`config.mk`:
```
export PLATFORM = sky130hd
export DESIGN_NAME = fu_core
export DESIGN_NICKNAME = d
export VERILOG_FILES = /design/src/rtl/fu_pkg.sv /design/src/rtl/fu_arith.sv /design/src/rtl/fu_logic.sv /design/src/rtl/fu_shift.sv /design/src/rtl/fu_core.sv
export SDC_FILE = /design/constraint.sdc
export NUM_CORES = 1
export LEC_CHECK = 0
export ABC_CLOCK_PERIOD_IN_PS = 13400
export BUFFER_PORTS_ARGS = -buffer_cell sky130_fd_sc_hd__buf_2
export CAP_MARGIN = 40
export CORE_MARGIN = 1
export CORE_UTILIZATION = 45
export DETAILED_ROUTE_END_ITERATION = 8
export PLACE_DENSITY = 0.69
export SYNTH_ARGS = -nofsm -noshare
export SYNTH_HDL_FRONTEND = slang
export SYNTH_SLANG_ARGS = --single-unit
```
`constraint.sdc`:
```
create_clock -name vclk -period 13.4
set_input_delay 1.34 -clock vclk [all_inputs]
set_output_delay 1.34 -clock vclk [all_outputs]
set_load 0.02 [all_outputs]
```
`src/rtl/fu_pkg.sv`:
```
package fu_pkg;
   typedef enum logic [3:0] {
      FS_PASS_A  = 4'b0000,
      FS_INC     = 4'b0001,
      FS_ADD     = 4'b0010,
      FS_ADD_C   = 4'b0011,
      FS_ADD_NB  = 4'b0100,
      FS_SUB     = 4'b0101,
      FS_DEC     = 4'b0110,
      FS_PASS_A2 = 4'b0111,
      FS_AND     = 4'b1000,
      FS_OR      = 4'b1001,
      FS_XOR     = 4'b1010,
      FS_NOT_A   = 4'b1011,
      FS_PASS_B  = 4'b1100,
      FS_SHR     = 4'b1101,
      FS_SHL     = 4'b1110,
      FS_SPARE   = 4'b1111
   } fs_code_e;

   // B-side selection of the adder, driven by {fs[2], fs[1]}
   localparam logic [1:0] YSEL_ZERO = 2'b00;
   localparam logic [1:0] YSEL_B    = 2'b01;
   localparam logic [1:0] YSEL_NB   = 2'b10;
   localparam logic [1:0] YSEL_ONES = 2'b11;
endpackage

```
`src/rtl/fu_arith.sv`:
```
module fu_arith #(
   parameter int W      = 16,
   parameter bit RIPPLE = 1'b1
) (
   input  logic [W-1:0] a,
   input  logic [W-1:0] b,
   input  logic [1:0]   ysel,
   input  logic         cin,
   output logic [W-1:0] sum,
   output logic         cout,
   output logic         c_msb
);
   import fu_pkg::*;

   logic [W-1:0] y;

   always_comb begin
      unique case (ysel)
         YSEL_ZERO: y = '0;
         YSEL_B:    y = b;
         YSEL_NB:   y = ~b;
         default:   y = '1;
      endcase
   end

   generate
      if (RIPPLE) begin : g_ripple
         logic [W:0] cy;
         assign cy[0] = cin;
         for (genvar i = 0; i < W; i++) begin : g_bit
            assign sum[i]  = a[i] ^ y[i] ^ cy[i];
            assign cy[i+1] = (a[i] & y[i]) | (cy[i] & (a[i] ^ y[i]));
         end
         assign cout  = cy[W];
         assign c_msb = cy[W-1];
      end else begin : g_behav
         logic [W:0] wide;
         assign wide  = {1'b0, a} + {1'b0, y} + {{W{1'b0}}, cin};
         assign sum   = wide[W-1:0];
         assign cout  = wide[W];
         assign c_msb = wide[W-1] ^ a[W-1] ^ y[W-1];
      end
   endgenerate
endmodule

```
`src/rtl/fu_logic.sv`:
```
module fu_logic #(
   parameter int W = 16
) (
   input  logic [W-1:0] a,
   input  logic [W-1:0] b,
   input  logic [1:0]   sel,
   output logic [W-1:0] g
);
   always_comb begin
      unique case (sel)
         2'b00:   g = a & b;
         2'b01:   g = a | b;
         2'b10:   g = a ^ b;
         default: g = ~a;
      endcase
   end
endmodule

```
`src/rtl/fu_shift.sv`:
```
module fu_shift #(
   parameter int W = 16
) (
   input  logic [W-1:0] b,
   input  logic [1:0]   sel,
   output logic [W-1:0] h
);
   always_comb begin
      unique case (sel)
         2'b01:   h = {1'b0, b[W-1:1]};
         2'b10:   h = {b[W-2:0], 1'b0};
         default: h = b;
      endcase
   end
endmodule

```
`src/rtl/fu_core.sv`:
```
module fu_core #(
   parameter int WIDTH  = 16,
   parameter bit RIPPLE = 1'b1
) (
   input  logic [3:0]       fs,
   input  logic [WIDTH-1:0] a,
   input  logic [WIDTH-1:0] b,
   output logic [WIDTH-1:0] f,
   output logic             v,
   output logic             c,
   output logic             n,
   output logic             z
);
   localparam int MSB = WIDTH - 1;

   generate
      if (WIDTH < 2) begin : g_bad_width
         $error("fu_core: WIDTH must be at least 2");
      end
   endgenerate

   logic [WIDTH-1:0] sum_w, log_w, sh_w, g_w;
   logic             cout_w, cmsb_w, is_arith, use_shift;

   fu_arith #(.W(WIDTH), .RIPPLE(RIPPLE)) u_arith (
      .a(a), .b(b), .ysel(fs[2:1]), .cin(fs[0]),
      .sum(sum_w), .cout(cout_w), .c_msb(cmsb_w)
   );

   fu_logic #(.W(WIDTH)) u_logic (
      .a(a), .b(b), .sel(fs[1:0]), .g(log_w)
   );

   fu_shift #(.W(WIDTH)) u_shift (
      .b(b), .sel(fs[1:0]), .h(sh_w)
   );

   assign is_arith  = ~fs[3];
   assign use_shift = fs[3] & fs[2];
   assign g_w       = is_arith ? sum_w : log_w;
   assign f         = use_shift ? sh_w : g_w;

   assign c = is_arith & cout_w;
   assign v = is_arith & (cout_w ^ cmsb_w);
   assign n = f[MSB];
   assign z = ~|f;
endmodule

```
### Yosys cells after proc, flatten, opt, wreduce, memory -nomap -nowiden

Cells that the tools add are included.

| cells by class | value |
|---|---|
| mux-type cells | 5 |
| bitwise logic cells | 90 |
| reduce and logical (&&, ||, !) cells | 4 |
| equality and inequality tests | 4 |

Operators by type and width:

| cell | number |
|---|---|
| case mux 16 bit (3 select lines) | 2 |
| AND 1 bit | 35 |
| bitwise XOR 1 bit | 33 |
| 2-to-1 mux 16 bit | 2 |
| NOT 16 bit | 2 |
| case mux 16 bit (2 select lines) | 1 |
| AND 16 bit | 1 |
| OR 1 bit | 16 |
| OR 16 bit | 1 |
| OR reduction 16 bit | 1 |
| bitwise XOR 16 bit | 1 |
| equality test 2 x 1 -> 1 bit (second input constant) | 2 |
| equality test 2 bit (second input constant) | 2 |
| logical NOT 2 bit | 2 |
| logical NOT 1 bit | 1 |
| NOT 1 bit | 1 |

| word-level totals | value |
|---|---|
| logic and storage cells | 103 |
| bits in registers | 0 |
| output and inout bits | 20 |
| input port bits | 36 |

### Longest topological paths before layout

| depth | value |
|---|---|
| depth in word-level cells | 38 |
| depth in mapped cells | 27 |
| mapped depth without buffers | 25 |

### Modules after synthesis

Synthesis repeated with hierarchy kept, for this count alone.

| unflattened totals | value |
|---|---|
| cell total of the unflattened synthesis | 262 |
| area, all modules | 2308.5 sq um |

By module, submodules not included:

| module | cells an instance | area an instance (sq um) | seq. area each (sq um) | instances |
|---|---|---|---|---|
| fu_logic | 100 | 1027.2 | 0.0 | 1 |
| fu_arith | 42 | 540.5 | 0.0 | 1 |
| fu_core | 63 | 414.1 | 0.0 | 1 |
| fu_shift | 57 | 326.6 | 0.0 | 1 |

### Least setup slack after synthesis

OpenSTA, ideal clock, no wires.

| path | value |
|---|---|
| path type | input to output |
| start | input port fs[2] |
| end | output port z |
| required time | 12.060 ns |
| path buffers | 2 |
| arrival time | 9.743 ns |
| path slack | 2.317 ns |
| cell stages on the path | 27 |
| cell sequence | buf_2 clkbuf_1 mux2i_1 fa_1 inv_1 fa_1 fa_1 fa_1 fa_1 fa_1 fa_1 fa_1 fa_1 fa_1 fa_1 fa_1 inv_1 fa_1 inv_1 fa_1 fa_1 fa_1 inv_1 o32ai_1 or3_4 or4_1 nor4_2 |

| between the ends | value |
|---|---|
| word-level cells in the longest chain between the ends | 38 |
| elaborated cells between the ends (all ways) | 86 |
| those cells by class | eq/ne: 2; mux: 3; bitwise: 78; reduce/logical: 3 |

Ends and longest elaborated chain:

| what | line | RTL |
|---|---|---|
| start: declaration | fu_core.sv:5 | `input logic [3:0] fs,` |
| equality test 2 bit, or another cell as far along | fu_arith.sv:18 | `unique case (ysel)` |
| case mux 16 bit (3 select lines) | fu_arith.sv:18 |  |
| bitwise XOR 1 bit | fu_arith.sv:32 | `assign cy[i+1] = (a[i] & y[i]) \| (cy[i] & (a[i] ^ y[i]));` |
| AND 1 bit | fu_arith.sv:32 |  |
| OR 1 bit | fu_arith.sv:32 |  |
| AND 1 bit | fu_arith.sv:32 |  |
| OR 1 bit | fu_arith.sv:32 |  |
| AND 1 bit | fu_arith.sv:32 |  |
| [... 23 more ...] | -- |  |
| AND 1 bit | fu_arith.sv:32 |  |
| OR 1 bit | fu_arith.sv:32 |  |
| bitwise XOR 1 bit | fu_arith.sv:31 | `assign sum[i] = a[i] ^ y[i] ^ cy[i];` |
| 2-to-1 mux 16 bit | fu_core.sv:40 | `assign g_w = is_arith ? sum_w : log_w;` |
| 2-to-1 mux 16 bit * | fu_core.sv:41 | `assign f = use_shift ? sh_w : g_w;` |
| net n | fu_core.sv:11 | `output logic n,` |
| OR reduction 16 bit * | fu_core.sv:46 | `assign z = ~\|f;` |
| logical NOT 1 bit * | fu_core.sv:46 |  |
| end: declaration | fu_core.sv:12 | `output logic z` |

Mark *: on every way through the listed nets, which the timed path passes. The rest lies on a longest branch.

### Final worst setup path

| path | value |
|---|---|
| start | input port fs[1] |
| end | output port z |

| between the ends | value |
|---|---|
| word-level cells in the longest chain between the ends | 38 |
| elaborated cells between the ends (all ways) | 90 |
| those cells by class | eq/ne: 4; mux: 5; bitwise: 77; reduce/logical: 4 |

Ends and longest elaborated chain:

| what | line |
|---|---|
| equality test 2 bit, or another cell as far along | fu_arith.sv:18 |
| case mux 16 bit (3 select lines) | fu_arith.sv:18 |
| bitwise XOR 1 bit | fu_arith.sv:31, fu_arith.sv:32 |
| AND 1 bit | fu_arith.sv:32 |
| OR 1 bit | fu_arith.sv:32 |
| AND 1 bit | fu_arith.sv:32 |
| OR 1 bit | fu_arith.sv:32 |
| AND 1 bit | fu_arith.sv:32 |
| [... 22 more ...] | -- |
| OR 1 bit | fu_arith.sv:32 |
| AND 1 bit | fu_arith.sv:32 |
| OR 1 bit | fu_arith.sv:32 |
| bitwise XOR 1 bit | fu_arith.sv:31 |
| 2-to-1 mux 16 bit | fu_core.sv:40 |
| 2-to-1 mux 16 bit * | fu_core.sv:41 |
| OR reduction 16 bit * | fu_core.sv:46 |
| logical NOT 1 bit * | fu_core.sv:46 |

Mark *: on every way between the ends. The rest lies on a longest branch, timed or not.

==> reports/metrics.csv <==
metric,value,unit
overflow,0,
drive_above_1_share,25.00,%
io_pins,56,
first_iter_violations,134,
fin_nets,410,
whs_path_depth,3,
yosys_warnings,0,
rsz0062_at_grt,false,
drt-pass1-iter-count,4,
nClkBuffers,0,
dieArea,5209,um^2
wl_per_cell,15.40,um
ir_drop,0.03607,mV
hpwl,4365,um
drc,0,
hold_end,v,
first_global_vias,2025,
cts-resized-gates,0,
crit_type,in2out,
diodes,0,
gp_congestion,0.8063,
vias,2275,
setup_viol,0,
seq_area,0,um^2
cts_setup_buffers,0,
outcome,"finished, final reports clean",
grt_use_total,22.77,%
die_y,72.17,um
area_growth_syn_to_layout,12.08,%
synth_seq_area_share,0,%
timing.max_cap.violations,0,
port_buffers,56,
grt_antenna_before_repair,0,
synth.area.top_cells,"ha_1 20%, fa_1 14%, inv_1 7.8%",
synth_nets,371,
synthCells,283,
cp-end-kind,primary output,
fin_hold_ws,3.064,ns
slew_headroom,44.69,%
drt-total-wl,5960,um
min_from,fs[3],
drt-vias-per-instance,5.879,
fmax,89.55,MHz
worst_pin_slew,0.8296,ns
cp-start-kind,input pin,
tns,0,ns
layout_commonest_cell,buf_2,
start_util,46.91,%
drv_slew,0,
grt_pass1_wl,9742,um
cp.required,12.06,ns
cellLeakagePower,1.245,nW
finalHoldViolations,0,
crit_fanout,19,
avgSynthCellArea,7.830,um^2
synthDistinctLibCells,36,
min_period,11.17,ns
hold_buffers,0,
yosysTopAreaCell,ha_1,
mostFrequentLayoutCells,"56 x buf_2, 46 x inv_1, 36 x ha_1",
ant_nets,0,
synth_area,2216,um^2
die_x,72.17,um
fin_util,52.58,%
seq_cells,0,
core-area,4723,um^2
fillers,473,
power_density,45.93,nW/um^2
period_share,83.34,%
arrival,9.83,ns
rows,25,
hold_path.class,in2out,
synth_top_cell_area_share,20.33,%
startpoint,fs[1],
grt_start_max_net_pins,33,
[power breakdown]
group / internal [mW] / total (mW) / switching [mW]
clock network: 0 / 0 / 0
logic: 0.0459 / 0.114 / 0.0681
registers: 0 / 0 / 0
[stage by stage]
step / setup slack, ns / instances / total power, mW / area (um^2)
finish: 2.233 / 387 / 0.1141 / 2484
global route: 1.880 / 387 / 0.1255 / 2484
CTS: 2.201 / 387 / 0.1139 / 2484
detailed placement: 2.219 / 387 / 0.1132 / 2484
global placement: 2.292 / 385 / 0.1093 / 2441
floorplan: 2.317 / 283 / 0.07799 / 2216
[kinds of logic after synthesis]
family | after synthesis | share of synthesized area [%]
compound gates | 89 | 29.25
xor+xnor | 1 | 0.3953
fa+ha+maj | 52 | 34.78
buf+inv | 70 | 14.91
mux | 16 | 8.018
simple gates | 55 | 12.65
[how the worst max path moves through the flow]
stage / end / slack (ns)
finish: z / 2.23
global route: z / 1.88
CTS: z / 2.20
detailed placement: z / 2.22
global placement: z / 2.29
floorplan: z / 2.32
[layer usage]
layer	up-vias	global-route usage (%)	wire length, um	share of wire, %
li1	1081	-	-	-
met1	1120	31.74	2739	46
met2	72	39.77	2900	49
met3	2	1.389	306	5.1
met4	0	2.614	14	0.23
met5	-	0	0	0
[cell type report]
class / count / area (um^2) / area share [%]
timing repair buffer: 60 / 337.8 / 13.60
multi-input combinational: 213 / 1886 / 75.92
inverter: 47 / 176.4 / 7.103
tap: 67 / 83.83 / 3.375
[worst max-delay path: stages]
cell     delay, ns
buf_2         0.21
mux2i_1       0.20
fa_1          0.20
inv_1         0.05
fa_1          0.41
fa_1          0.42
fa_1          0.43
fa_1          0.44
fa_1          0.43
fa_1          0.42
fa_1          0.42
fa_1          0.42
fa_1          0.43
fa_1          0.42
fa_1          0.39
inv_1         0.08
fa_1          0.16
inv_1         0.05
fa_1          0.42
fa_1          0.47
fa_1          0.46
inv_1         0.06
o32ai_1       0.07
or3_4         0.36
or4_1         0.59
nor4_2        0.25
buf_2         0.20
[cell usage after synthesis, drive strengths merged, types with 10 or more instances]
cell type	number
a21oi	25
nor2	17
nand3	10
nand2	10
ha	36
inv	47
fa	16
a221oi	12
mux2	14
a22oi	19
buf	19
a211oi	12
No activity file was read; power rests on OpenSTA's default activity.
